==> config.mk <==
export PLATFORM = sky130hd
export DESIGN_NAME = rgn_programmer
export DESIGN_NICKNAME = d
export VERILOG_FILES = /design/src/rtl/rgn_prog_pkg.sv /design/src/rtl/rgn_gran_scan.sv /design/src/rtl/rgn_slot_scan.sv /design/src/rtl/rgn_word_pack.sv /design/src/rtl/rgn_programmer.sv
export SDC_FILE = /design/constraint.sdc
export NUM_CORES = 1
export LEC_CHECK = 0
export BUFFER_PORTS_ARGS = -buffer_cell sky130_fd_sc_hd__buf_2
export CAP_MARGIN = 25
export CELL_PAD_IN_SITES_DETAIL_PLACEMENT = 1
export CELL_PAD_IN_SITES_GLOBAL_PLACEMENT = 1
export CORE_UTILIZATION = 40
export DETAILED_ROUTE_END_ITERATION = 10
export GPL_ROUTABILITY_DRIVEN = 1
export PLACE_DENSITY = 0.83
export REMOVE_ABC_BUFFERS = 1
export SLEW_MARGIN = 20
export SYNTH_ARGS = -nofsm -noshare
export SYNTH_HDL_FRONTEND = slang
export SYNTH_SLANG_ARGS = --single-unit
==> constraint.sdc <==
create_clock -name clk -period 8.2 [get_ports clk]
set_input_delay 0.82 -clock clk [delete_from_list [all_inputs] [get_ports clk]]
set_output_delay 0.82 -clock clk [all_outputs]
set_load 0.005 [all_outputs]
==> src/rtl/rgn_prog_pkg.sv <==
package rgn_prog_pkg;
    localparam int ADDR_W   = 32;  // byte address and length width
    localparam int LG_W     = 5;   // width of a log2 granule value
    localparam int MAX_LG   = 31;  // largest granule tried (2 GB)
    localparam int MIN_LG   = 12;  // smallest granule tried (4 KB)
    localparam int UNIT_LG  = 20;  // encodable minimum (1 MB)

    typedef enum logic [2:0] {
        ST_IDLE,
        ST_FIND_GRAN,
        ST_CHECK,
        ST_FIND_SLOT,
        ST_WRITE,
        ST_DONE,
        ST_ERROR
    } prog_state_t;

    // Range word, MSB first; bit positions are decoded by the filter.
    typedef struct packed {
        logic [ADDR_W-MIN_LG-1:0] base;     // [31:12]
        logic [4:0]               code;     // [11:7]
        logic                     ur_zero;  // [6]
        logic [1:0]               ur_perm;  // [5:4]
        logic                     zero;     // [3]
        logic [1:0]               perm;     // [2:1]
        logic                     valid;    // [0]
    } range_word_t;

    localparam logic [1:0] PERM_RW = 2'b00;

    function automatic logic [ADDR_W-1:0] lg_to_bytes(input logic [LG_W-1:0] lg);
        return ADDR_W'(1) << lg;
    endfunction
endpackage

==> src/rtl/rgn_gran_scan.sv <==
module rgn_gran_scan
    import rgn_prog_pkg::*;
(
    input  logic              clk,
    input  logic              rst,
    input  logic              load,
    input  logic              step,
    input  logic [ADDR_W-1:0] addr,
    input  logic [ADDR_W-1:0] remain,
    output logic [LG_W-1:0]   lg,
    output logic [ADDR_W-1:0] gran,
    output logic              hit,
    output logic              at_min
);
    always_ff @(posedge clk) begin
        if (rst)       lg <= LG_W'(MAX_LG);
        else if (load) lg <= LG_W'(MAX_LG);
        else if (step) lg <= lg - LG_W'(1);
    end

    always_comb begin
        gran   = lg_to_bytes(lg);
        hit    = (gran <= remain) && ((addr & (gran - ADDR_W'(1))) == '0);
        at_min = (lg == LG_W'(MIN_LG));
    end
endmodule

==> src/rtl/rgn_slot_scan.sv <==
module rgn_slot_scan #(
    parameter int N_ENT = 16,
    localparam int IDX_W = $clog2(N_ENT)
) (
    input  logic             clk,
    input  logic             rst,
    input  logic             load,
    input  logic             step,
    input  logic [N_ENT-1:0] valid,
    output logic [IDX_W-1:0] ptr,
    output logic             free,
    output logic             at_last
);
    always_ff @(posedge clk) begin
        if (rst)       ptr <= '0;
        else if (load) ptr <= '0;
        else if (step) ptr <= ptr + IDX_W'(1);
    end

    always_comb begin
        free    = !valid[ptr];
        at_last = (ptr == IDX_W'(N_ENT - 1));
    end
endmodule

==> src/rtl/rgn_word_pack.sv <==
module rgn_word_pack
    import rgn_prog_pkg::*;
(
    input  logic [ADDR_W-1:0] addr,
    input  logic [4:0]        code,
    input  logic [1:0]        perm,
    output logic [ADDR_W-1:0] word
);
    range_word_t w;
    always_comb begin
        w.base    = addr[ADDR_W-1:MIN_LG];
        w.code    = code;
        w.ur_zero = 1'b0;
        w.ur_perm = PERM_RW;
        w.zero    = 1'b0;
        w.perm    = perm;
        w.valid   = 1'b1;
        word      = w;
    end
endmodule

==> src/rtl/rgn_programmer.sv <==
module rgn_programmer
    import rgn_prog_pkg::*;
#(
    parameter int N_ENT = 16,
    localparam int IDX_W = $clog2(N_ENT)
) (
    input  logic              clk,
    input  logic              rst,
    input  logic              cmd_start,
    input  logic [ADDR_W-1:0] cmd_addr,
    input  logic [ADDR_W-1:0] cmd_size,
    input  logic [1:0]        cmd_perm,
    input  logic [N_ENT-1:0]  tbl_valid,
    output logic              tbl_wr_en,
    output logic [IDX_W-1:0]  tbl_wr_idx,
    output logic [ADDR_W-1:0] tbl_wr_data,
    output logic              busy,
    output logic              done,
    output logic              error
);
    prog_state_t       state;
    logic [ADDR_W-1:0] addr_q, rem_q;
    logic [1:0]        perm_q;
    logic [4:0]        code_q;
    logic              err_q;

    logic              accept;
    logic              g_load, g_step, g_hit, g_min;
    logic [LG_W-1:0]   g_lg;
    logic [ADDR_W-1:0] g_gran;
    logic              s_load, s_step, s_free, s_last;
    logic [IDX_W-1:0]  s_ptr;
    logic              piece_ok;

    assign accept   = (state == ST_IDLE) && cmd_start;
    assign piece_ok = (g_lg >= LG_W'(UNIT_LG)) && (addr_q[UNIT_LG-1:0] == '0);

    assign g_load = accept || (state == ST_WRITE);
    assign g_step = (state == ST_FIND_GRAN) && (rem_q != '0) && !g_hit && !g_min;
    assign s_load = (state == ST_CHECK);
    assign s_step = (state == ST_FIND_SLOT) && !s_free && !s_last;

    rgn_gran_scan u_gran (
        .clk(clk), .rst(rst), .load(g_load), .step(g_step),
        .addr(addr_q), .remain(rem_q),
        .lg(g_lg), .gran(g_gran), .hit(g_hit), .at_min(g_min)
    );

    rgn_slot_scan #(.N_ENT(N_ENT)) u_slot (
        .clk(clk), .rst(rst), .load(s_load), .step(s_step),
        .valid(tbl_valid), .ptr(s_ptr), .free(s_free), .at_last(s_last)
    );

    rgn_word_pack u_pack (
        .addr(addr_q), .code(code_q), .perm(perm_q), .word(tbl_wr_data)
    );

    always_ff @(posedge clk) begin
        if (rst) begin
            state  <= ST_IDLE;
            addr_q <= '0;
            rem_q  <= '0;
            perm_q <= '0;
            code_q <= '0;
            err_q  <= 1'b0;
        end else begin
            unique case (state)
                ST_IDLE: if (cmd_start) begin
                    addr_q <= cmd_addr;
                    rem_q  <= cmd_size;
                    perm_q <= cmd_perm;
                    err_q  <= 1'b0;
                    state  <= ST_FIND_GRAN;
                end
                ST_FIND_GRAN: begin
                    if (rem_q == '0)  state <= ST_DONE;
                    else if (g_hit)   state <= ST_CHECK;
                    else if (g_min) begin
                        state <= ST_ERROR;
                        err_q <= 1'b1;
                    end
                end
                ST_CHECK: begin
                    if (piece_ok) begin
                        code_q <= 5'(g_lg - LG_W'(MIN_LG));
                        state  <= ST_FIND_SLOT;
                    end else begin
                        state <= ST_ERROR;
                        err_q <= 1'b1;
                    end
                end
                ST_FIND_SLOT: begin
                    if (s_free) state <= ST_WRITE;
                    else if (s_last) begin
                        state <= ST_ERROR;
                        err_q <= 1'b1;
                    end
                end
                ST_WRITE: begin
                    addr_q <= addr_q + g_gran;
                    rem_q  <= rem_q - g_gran;
                    state  <= ST_FIND_GRAN;
                end
                ST_DONE:  state <= ST_IDLE;
                ST_ERROR: state <= ST_IDLE;
                default:  state <= ST_IDLE;
            endcase
        end
    end

    assign tbl_wr_en  = (state == ST_WRITE);
    assign tbl_wr_idx = s_ptr;
    assign busy       = (state != ST_IDLE);
    assign done       = (state == ST_DONE);
    assign error      = err_q;
endmodule

Yosys cells after proc, flatten, opt, wreduce, memory -nomap -nowiden
Cells that the tools add are included.
- bits in registers: 84
- output and inout port bits: 40
- logic and storage cells: 84
- add/subtract/negate cells: 6
- magnitude comparators: 3
- equal/unequal tests: 16
- shift operators: 1
- multiplexer cells: 22
- bitwise gates (word level): 1
- reduce and logical (&&, ||, !) cells: 27
- operators by type and width (operator ; number):
    $pmux W32 S2 ; 2
    $logic_not A32 Y1 ; 2
    $mux W32 ; 2
    $add A32 B32 Y32 ; 1
    $and A32 B32 Y32 ; 1
    $le A32 B32 Y1 ; 1
    $reduce_bool A32 Y1 ; 1
    $shl A1 B5 Y32 const A ; 1
    $sub A32 B1 Y32 const B ; 1
    $sub A32 B32 Y32 ; 1
    $mux W3 ; 7
    $logic_not A20 Y1 ; 1
    $pmux W3 S5 ; 1
    $ne A2 B2 Y1 const B ; 6
    $logic_and A1 B1 Y1 ; 8
    $mux W1 ; 8
    $reduce_and A8 Y1 ; 1
    $eq A3 B2 Y1 const B ; 2
    $eq A3 B3 Y1 const B ; 2
    $reduce_and A2 Y1 ; 3
    $eq A5 B4 Y1 const B ; 1
    $ge A5 B5 Y1 const B ; 1
    $lt A4 B5 Y1 const B ; 1
    $sub A5 B1 Y5 const B ; 1
    17 further kinds ; 20

Depth between registers and ports, before layout
Gate-level depths: netlist (run 1).
- depth in word-level cells: 8
- depth in mapped cells: 21
- gate-level depth less buffers: 18

Modules after synthesis
Synthesis (run 1) repeated with hierarchy kept, for this count alone.
- cell total of the unflattened synthesis: 1322
- area total of the unflattened synthesis: 9576.7 um^2
- modules (own cells, without submodules) (module ; instances ; cells an instance ; area an instance (um^2) ; sequential area each (um^2)):
    rgn_programmer ; 1 ; 921 ; 6636.4 ; 1501.4
    rgn_gran_scan ; 1 ; 343 ; 2379.8 ; 100.1
    rgn_slot_scan ; 1 ; 24 ; 312.8 ; 80.1
    rgn_word_pack ; 1 ; 34 ; 247.7 ; 0.0

Worst setup path after synthesis (run 1)
No wires, ideal clock.
- path type: register -> register
- start point: reg u_gran.lg[0]
- end point: reg addr_q[28]
- setup time: 0.091 ns
- data arrival time: 4.416 ns
- required time: 8.109 ns
- slack: 3.693 ns
- cell stages (with the launch flop): 22
- buffers on the path: 3
- path through: dfxtp_1 > inv_1 > ha_1 > clkbuf_1 > clkbuf_1 > clkbuf_1 > nor2b_1 > nand2_1 > inv_1 > ha_1 > inv_1 > fa_1 > nand2b_1 > a21oi_1 > o311ai_0 > o311ai_0 > o41ai_1 > o21ai_0 > and2_1 > mux2i_1 > a31oi_1 > a311oi_1
- word-level cells in the longest chain between the ends: 3
- RTL lines (item ; line ; text):
    from (decl) ; rgn_gran_scan.sv:10 ; output logic [LG_W-1:0] lg,
    from (signal assigned) ; rgn_gran_scan.sv:16 ; if (rst) lg <= LG_W'(MAX_LG);
    from (signal assigned) ; rgn_gran_scan.sv:17 ; else if (load) lg <= LG_W'(MAX_LG);
    from (signal assigned) ; rgn_gran_scan.sv:18 ; else if (step) lg <= lg - LG_W'(1);
    $shl A1 B5 Y32 ; rgn_prog_pkg.sv:32 ; return ADDR_W'(1) << lg;
    $add A32 B32 Y32 ; rgn_programmer.sv:100 ; addr_q <= addr_q + g_gran;
    $pmux W32 S2 ; rgn_programmer.sv:67 ; unique case (state)
    to (signal assigned) ; rgn_programmer.sv:69 ; addr_q <= cmd_addr;
    to (signal assigned) ; rgn_programmer.sv:100 ;
    to (decl) ; rgn_programmer.sv:22 ; logic [ADDR_W-1:0] addr_q, rem_q;
Every way passes these cells.
A chain may end at the register's enable or synchronous reset.

Worst setup path in the final report (run 1)
Ends and elaborated chain as after synthesis.

==> results of run 1 <==
synthesized netlist by cell type (7+ instances only):
cell,number
a211o_1,7
a211oi_1,17
a21o_1,27
a21oi_1,89
a311oi_1,35
a31oi_1,15
and2_1,8
and3_1,14
buf_4,25
clkbuf_1,57
dfxtp_1,84
ha_1,74
inv_1,60
mux2i_1,26
nand2_1,172
nand2b_1,20
nand3_1,19
nand4_1,18
nor2_1,94
nor2b_1,22
nor3_1,30
nor4_1,24
o211ai_1,10
o21a_1,15
o21ai_0,49
o22ai_1,10
or3_1,12
xnor2_1,40
xor2_1,20
power groups by stage:
| stage | clock network (mW) | logic (mW) | registers, mW |
|---|---|---|---|
| after floorplan | 0 | 1.72 | 0.680 |
| after global placement | 0 | 2.23 | 0.754 |
| after detailed placement | 0 | 2.29 | 0.760 |
| after CTS | 0.401 | 2.32 | 0.752 |
| after global routing | 0.419 | 2.58 | 0.775 |
| final | 0.396 | 2.33 | 0.755 |
kinds of logic after synthesis:
group	share of synthesized area (%)
XOR/XNOR	5.97
AO/OA/AOI/OAI	26.1
multiplexers	4.23
buffers and inverters	7.66
adder cells (fa/ha/maj)	11.0
flip-flops	19.1
AND/OR/NAND/NOR	25.9
other	0.0853
tightest hold or removal path, delay by kind of cell, from the launching register on:
family          cells  cell delay, ns
compound gates      1            0.05
flops               1            0.31
simple gates        1            0.05
metal layers:
layer  track usage (%)  part of all wire [%]  up-vias
met5                 0                     0        -
met4              9.85                   2.4        0
met2              44.7                    46      250
met1              35.4                    46     4449
met3              4.30                   5.8       50
li1                  -                     -     4481
cell type report:
cell class                      count  area (um^2)
Clock inverter                      3         23.8
Multi-Input combinational cell    976         6470
Clock buffer                       12          246
Fill cell                        2701        11600
Timing Repair Buffer              129          671
Sequential cell                    84         1680
Inverter                           61          229
Tap cell                          275          344
sequential cells by signal, indices dropped and copies added, names as in the netlist:
| register | cells |
|---|---|
| u_gran.lg | 5 |
| error | 1 |
| u_slot.ptr | 4 |
| rem_q | 32 |
| perm_q | 2 |
| code_q | 5 |
| state | 3 |
| addr_q | 32 |
path summary, 6_finish.rpt:
check / start / endpoint / slack (ns) / cells after the start
worst max-delay path: u_gran.lg[0] / addr_q[28] / 2.88 / 18
worst min-delay path: perm_q[1] / perm_q[1] / 0.46 / 2
worst min register to register: perm_q[1] / perm_q[1] / 0.46 / 2
worst max register to register: u_gran.lg[0] / addr_q[28] / 2.88 / 18
metrics by stage:
stage	instance area, um^2	power (mW)	hold WS (ns)	utilization [%]	instances
2_1_floorplan	8370	2.40	0.447	-	1121
3_3_place_gp	9390	2.98	0.443	44.1	1525
3_5_place_dp	9390	3.05	0.454	44.1	1525
4_1_cts	9660	3.47	0.463	45.4	1540
5_1_grt	9660	3.77	0.499	45.4	1540
6_report	9660	3.49	0.459	45.4	1540
==> flow_summary.toml, run 1 <==
[power_and_ir_drop]
swShare_pct = 50.4
p_int_mw = 1.73
p_switching_mw = 1.76
seqPwrFrac_pct = 21.7
clkPwrFrac_pct = 11.4
peakVddDrop_mv = 0.153
cellPowerDensity_nw_per_um2 = 361
p_leak_nw = 4.39
pwr-share-comb_pct = 67.0

[yosys]
synthTopCellsByArea = "dfxtp_1 19%, ha_1 11%, nand2_1 7.3%, a21oi_1 5.1%, nor2_1 4.0%"
synth_top_area_share_pct = 19.1
postSynth.asyncResetShare_pct = 0
yosysSeqAreaShare_pct = 19.1
synth.distinct_cells = 73
synthCells = 1209
ys_ff_latch = 84
yosys.area.top_type = "dfxtp_1"
synth_ff_type = "dfxtp_1"
syn_avg_cell_area_um2 = 7.28
ys_warn_count = 0
syn_area_um2 = 8810
synth_edf_count = 0

[sta]
hold_violations = 0
rsz0062_at_grt = "no"
timing.fmax_mhz = 188
slew_violations = 0
skew_ns = 0.0108
relSlewSlack_pct = 37.0
fin_setup_tns_ns = 0
tightestPinTransition_ns = 0.944
finalSetupViolations = 0
post-route-period-util_pct = 64.9
setup_slack_ns = 2.88
fin_crit_ns = 5.32

[global_routing]
grt_pass1_vias = 9169
grt-ovfl-total = 0
grt_max_degree = 80
grt_pass1_wl_um = 48100
grt_usage_pct = 27.1
antenna_found_initial = 0

[route]
drc = 0
drt_iter0_markers = 549
avgViaCountPerCell = 5.99
wirelength_um = 30200
first_pass_iters = 5
ant_nets = 0
wl_per_cell_um = 19.6
num_vias = 9230

[clock_network]
clk_pin_slew_ns = 0.07
cts_root_buf = "clkbuf_16"
cts_buffers = 9
cts_setup_buffers = 0
htree_levels = 3
clk_latency_ns = 0.36
cts_buffer_depth = 2
clock-sinks = 84
cts_tree = "yes"
postCtsHoldBufs = 0
postCtsResizedCells = 0

[floorplan]
core_um2 = 21300
floorplan.die_area_um2 = 22600
fp.dieW_um = 150
fp.dieH_um = 150
row_count = 53
start_util_pct = 41.4
ios = 125

[worst_setup_path]
cp_num_buf_inv = 3
crit_path_max_incr_delay_ns = 0.80
critPathRequiredTime_ns = 8.47
critPathTopFamily = "compound AO/OA/AOI/OAI gates"
crit_path_frequent_cell = "inv_1"
critPathCaptureType = "register"
crit_arrival_ns = 5.59
cp_max_fo = 26
worstSetupPathType = "register to register"
timing.critical_path.from_type = "register"
critical_path.slowest_cell = "ha_1"
cp_cell_sequence = "inv_1, ha_1, nor2b_1, nand2_1, inv_1, ha_1, inv_1, fa_1, nand2b_1, a21oi_1, o311ai_0, o311ai_0, o41ai_1, o21ai_0, and2_1, mux2i_1, a31oi_1, a311oi_1"

[hold_path]
min_path_type = "register to register"

[final_layout]
syn_to_final_growth_pct = 9.73
final_nets = 1422
drive_gt1_share_pct = 13.5
final_cell_mix = "170 x nand2_1, 119 x buf_2, 94 x nor2_1"
layout_commonest_cell = "nand2_1"
n_antenna_cell = 0

[placement]
pre_cts_ws_ns = 2.94
portBuffers = 119
gp_congestion = 0.920
dp_hpwl_um = 22900

[run]
cap_viol_max_count = 0

[status]
outcome = "finished clean"
No activity file was read; power rests on OpenSTA's default activity.
==> run 2: changes to the inputs <==
--- a/config.mk
+++ b/config.mk
@@ -5,14 +5,15 @@
 export SDC_FILE = /design/constraint.sdc
 export NUM_CORES = 1
 export LEC_CHECK = 0
+export ABC_AREA = 1
 export BUFFER_PORTS_ARGS = -buffer_cell sky130_fd_sc_hd__buf_2
 export CAP_MARGIN = 25
 export CELL_PAD_IN_SITES_DETAIL_PLACEMENT = 1
 export CELL_PAD_IN_SITES_GLOBAL_PLACEMENT = 1
-export CORE_UTILIZATION = 40
+export CORE_UTILIZATION = 37
 export DETAILED_ROUTE_END_ITERATION = 10
 export GPL_ROUTABILITY_DRIVEN = 1
-export PLACE_DENSITY = 0.83
+export PLACE_DENSITY = 0.84
 export REMOVE_ABC_BUFFERS = 1
 export SLEW_MARGIN = 20
 export SYNTH_ARGS = -nofsm -noshare
==> constraint.sdc (replaced) <==
create_clock -name clk -period 4.5 [get_ports clk]
set_input_delay 0.45 -clock clk [delete_from_list [all_inputs] [get_ports clk]]
set_output_delay 0.45 -clock clk [all_outputs]
set_load 0.005 [all_outputs]
==> run 2 against run 1 <==
  * Utilization shrank 3.7 points
  * Synthesized cell count grew 22%
  * Cell count grew 22%
  * Worst hold slack lost 0.13 ns
  * Highest routed layer unchanged
  * Area after synthesis grew 4.0%
  * Critical endpoint is now u_gran.lg[4]
  * Global-route usage shrank 0.55 points
  * Sequential power grew 67%
  * Non-clock buffer count shrank 1
  * Sequential share of layout area shrank 0.81 points
==> flow_summary.toml, run 2 <==
[status]
outcome = "finished clean"

[route]
first_pass_iters = 5
ant_nets = 0
drc = 0
avgViaCountPerCell = 5.61
wirelength_um = 33800
num_vias = 10561
wl_per_cell_um = 18.0
drt_iter0_markers = 601

[floorplan]
row_count = 57
core_um2 = 24300
fp.dieH_um = 159
start_util_pct = 37.6
fp.dieW_um = 159
ios = 125
floorplan.die_area_um2 = 25400

[final_layout]
layout_commonest_cell = "nand2_1"
syn_to_final_growth_pct = 10.7
fillers = 3329
post-route-util_pct = 41.7
top_regs = "addr_q (32), rem_q (32)"
final_nets = 1716
drive_gt1_share_pct = 12.9
n_antenna_cell = 0
final_cell_mix = "347 x nand2_1, 163 x inv_1, 158 x nor2_1"

[clock_network]
postCtsHoldBufs = 0
cts_tree = "yes"
clock-sinks = 84
cts_buffer_depth = 2
cts_setup_buffers = 0
clk_latency_ns = 0.36
htree_levels = 3
clk_pin_slew_ns = 0.08
cts_root_buf = "clkbuf_16"
postCtsResizedCells = 0
cts_buffers = 9

[yosys]
postSynth.asyncResetShare_pct = 0
synth_ff_type = "dfxtp_1"
synth.distinct_cells = 52
synth_top_area_share_pct = 18.4
yosysSeqAreaShare_pct = 18.4
synth_common_cells = "347 x nand2_1, 163 x inv_1, 159 x nor2_1, 111 x nand3_1, 103 x o21ai_0"
synthCells = 1481
synth_most_common_cell = "nand2_1"
syn_avg_cell_area_um2 = 6.18
synthTopCellsByArea = "dfxtp_1 18%, nand2_1 14%, ha_1 10%, inv_1 6.7%, nor2_1 6.5%"
synth_edf_count = 0
ys_warn_count = 0
ys_ff_latch = 84
yosys.area.top_type = "dfxtp_1"
syn_area_um2 = 9160

[sta]
relSlewSlack_pct = 43.7
fin_setup_tns_ns = 0
rsz0062_at_grt = "no"
tightestPinTransition_ns = 0.844
slew_violations = 0
fin_crit_ns = 4.23
setup_slack_ns = 0.274
skew_ns = 0.0104
post-route-period-util_pct = 93.9
finalSetupViolations = 0
hold_violations = 0
timing.fmax_mhz = 237

[global_routing]
grt_pass1_vias = 10753
grt-ovfl-total = 0
antenna_found_initial = 1
grt_max_degree = 79
grt_pass1_wl_um = 54700
grt_usage_pct = 26.6

[placement]
portBuffers = 119
pre_cts_ws_ns = 0.424
dp_hpwl_um = 26800
gp_congestion = 0.959

[worst_setup_path]
crit_path_max_incr_delay_ns = 0.44
crit_arrival_ns = 4.45
critical_path.slowest_cell = "dfxtp_1"
cp_max_fo = 11
cp_cell_sequence = "inv_1, ha_1, nand3_1, inv_1, ha_1, fa_1, inv_1, nand2_1, a21oi_1, a21oi_1, o21ai_0, buf_4, nand2_1, nand3_1, nand4_1, nor2_1, nand2_1, nand2_2, inv_1, nand2_1, nand3_1"
critPathCaptureType = "register"
worstSetupPathType = "register to register"
timing.critical_path.from_type = "register"
critPathRequiredTime_ns = 4.72

[power_and_ir_drop]
peakVddDrop_mv = 0.236
cellPowerDensity_nw_per_um2 = 642
p_leak_nw = 5.34

[hold_path]
min_path_type = "input port to register"

[run]
cap_viol_max_count = 0
==> run 2: cell count changes in the layout (fill, tap and decap cells not counted), moves of 54 or more <==
cell	previous run	this run
o21ai_0	49	103
inv_1	60	163
nand3_1	19	111
nand2_1	170	347
nor2_1	94	158
==> run 2: cells by family (layout without fill, tap and decap cells) <==
family	after synthesis	in the layout	share of synthesized area, %
flops	84	84	18.4
buf+inv	238	314	11.4
other cells	2	5	0.0820
simple gates	723	723	35.3
xor+xnor	41	41	3.92
compound gates	317	317	20.4
fa+ha+maj	76	76	10.6
==> run 2: cell type report <==
class	count	area, um^2	area share (%)
clock buffer	9	225	2.22
clock inverter	7	65.1	0.642
inverter	170	642	6.33
multi-input combinational	1162	6440	63.6
sequential	84	1680	16.6
tap	324	405	4.00
timing repair buffer	128	676	6.67
==> run 2: through the flow <==
stage	cells	power (mW)	cell area, um^2	hold slack (ns)
floorplan	1416	4.28	8760	0.448
global placement	1868	5.49	9850	0.453
detailed placement	1868	5.62	9850	0.456
CTS	1884	6.45	10100	0.319
global route	1884	7.06	10100	0.342
finish	1884	6.50	10100	0.326
==> run 2: metal layers <==
layer	wire length, um	track usage, %	vias to the layer above
met5	0	0	-
met4	945	9.66	0
met3	1580	3.46	65
met2	16100	46.3	291
met1	15200	33.3	5086
li1	-	-	5119
==> run 2: where the power goes <==
part           internal (mW)  switching (mW)
combinational           1.54            2.92
clock                  0.390           0.393
sequential             0.972           0.283
total                   2.90            3.60
==> run 2: path summary, 6_finish.rpt <==
check                                   from           end  slack (ns)  cells past startpoint
worst max register to register  u_gran.lg[0]  u_gran.lg[4]        0.27                     21
worst max-delay path            u_gran.lg[0]  u_gran.lg[4]        0.27                     21
worst min register to register     perm_q[1]     perm_q[1]        0.47                      2
worst min-delay path             cmd_perm[0]     perm_q[0]        0.33                      3
==> run 2: critical path: cells and delay by family, from the launching register on <==
kind,cells,cell delay (ns)
flip-flops,1,0.44
adder cells (fa/ha/maj),3,1.01
buffers and inverters,5,0.61
AND/OR/NAND/NOR,10,1.30
AO/OA/AOI/OAI,3,0.71
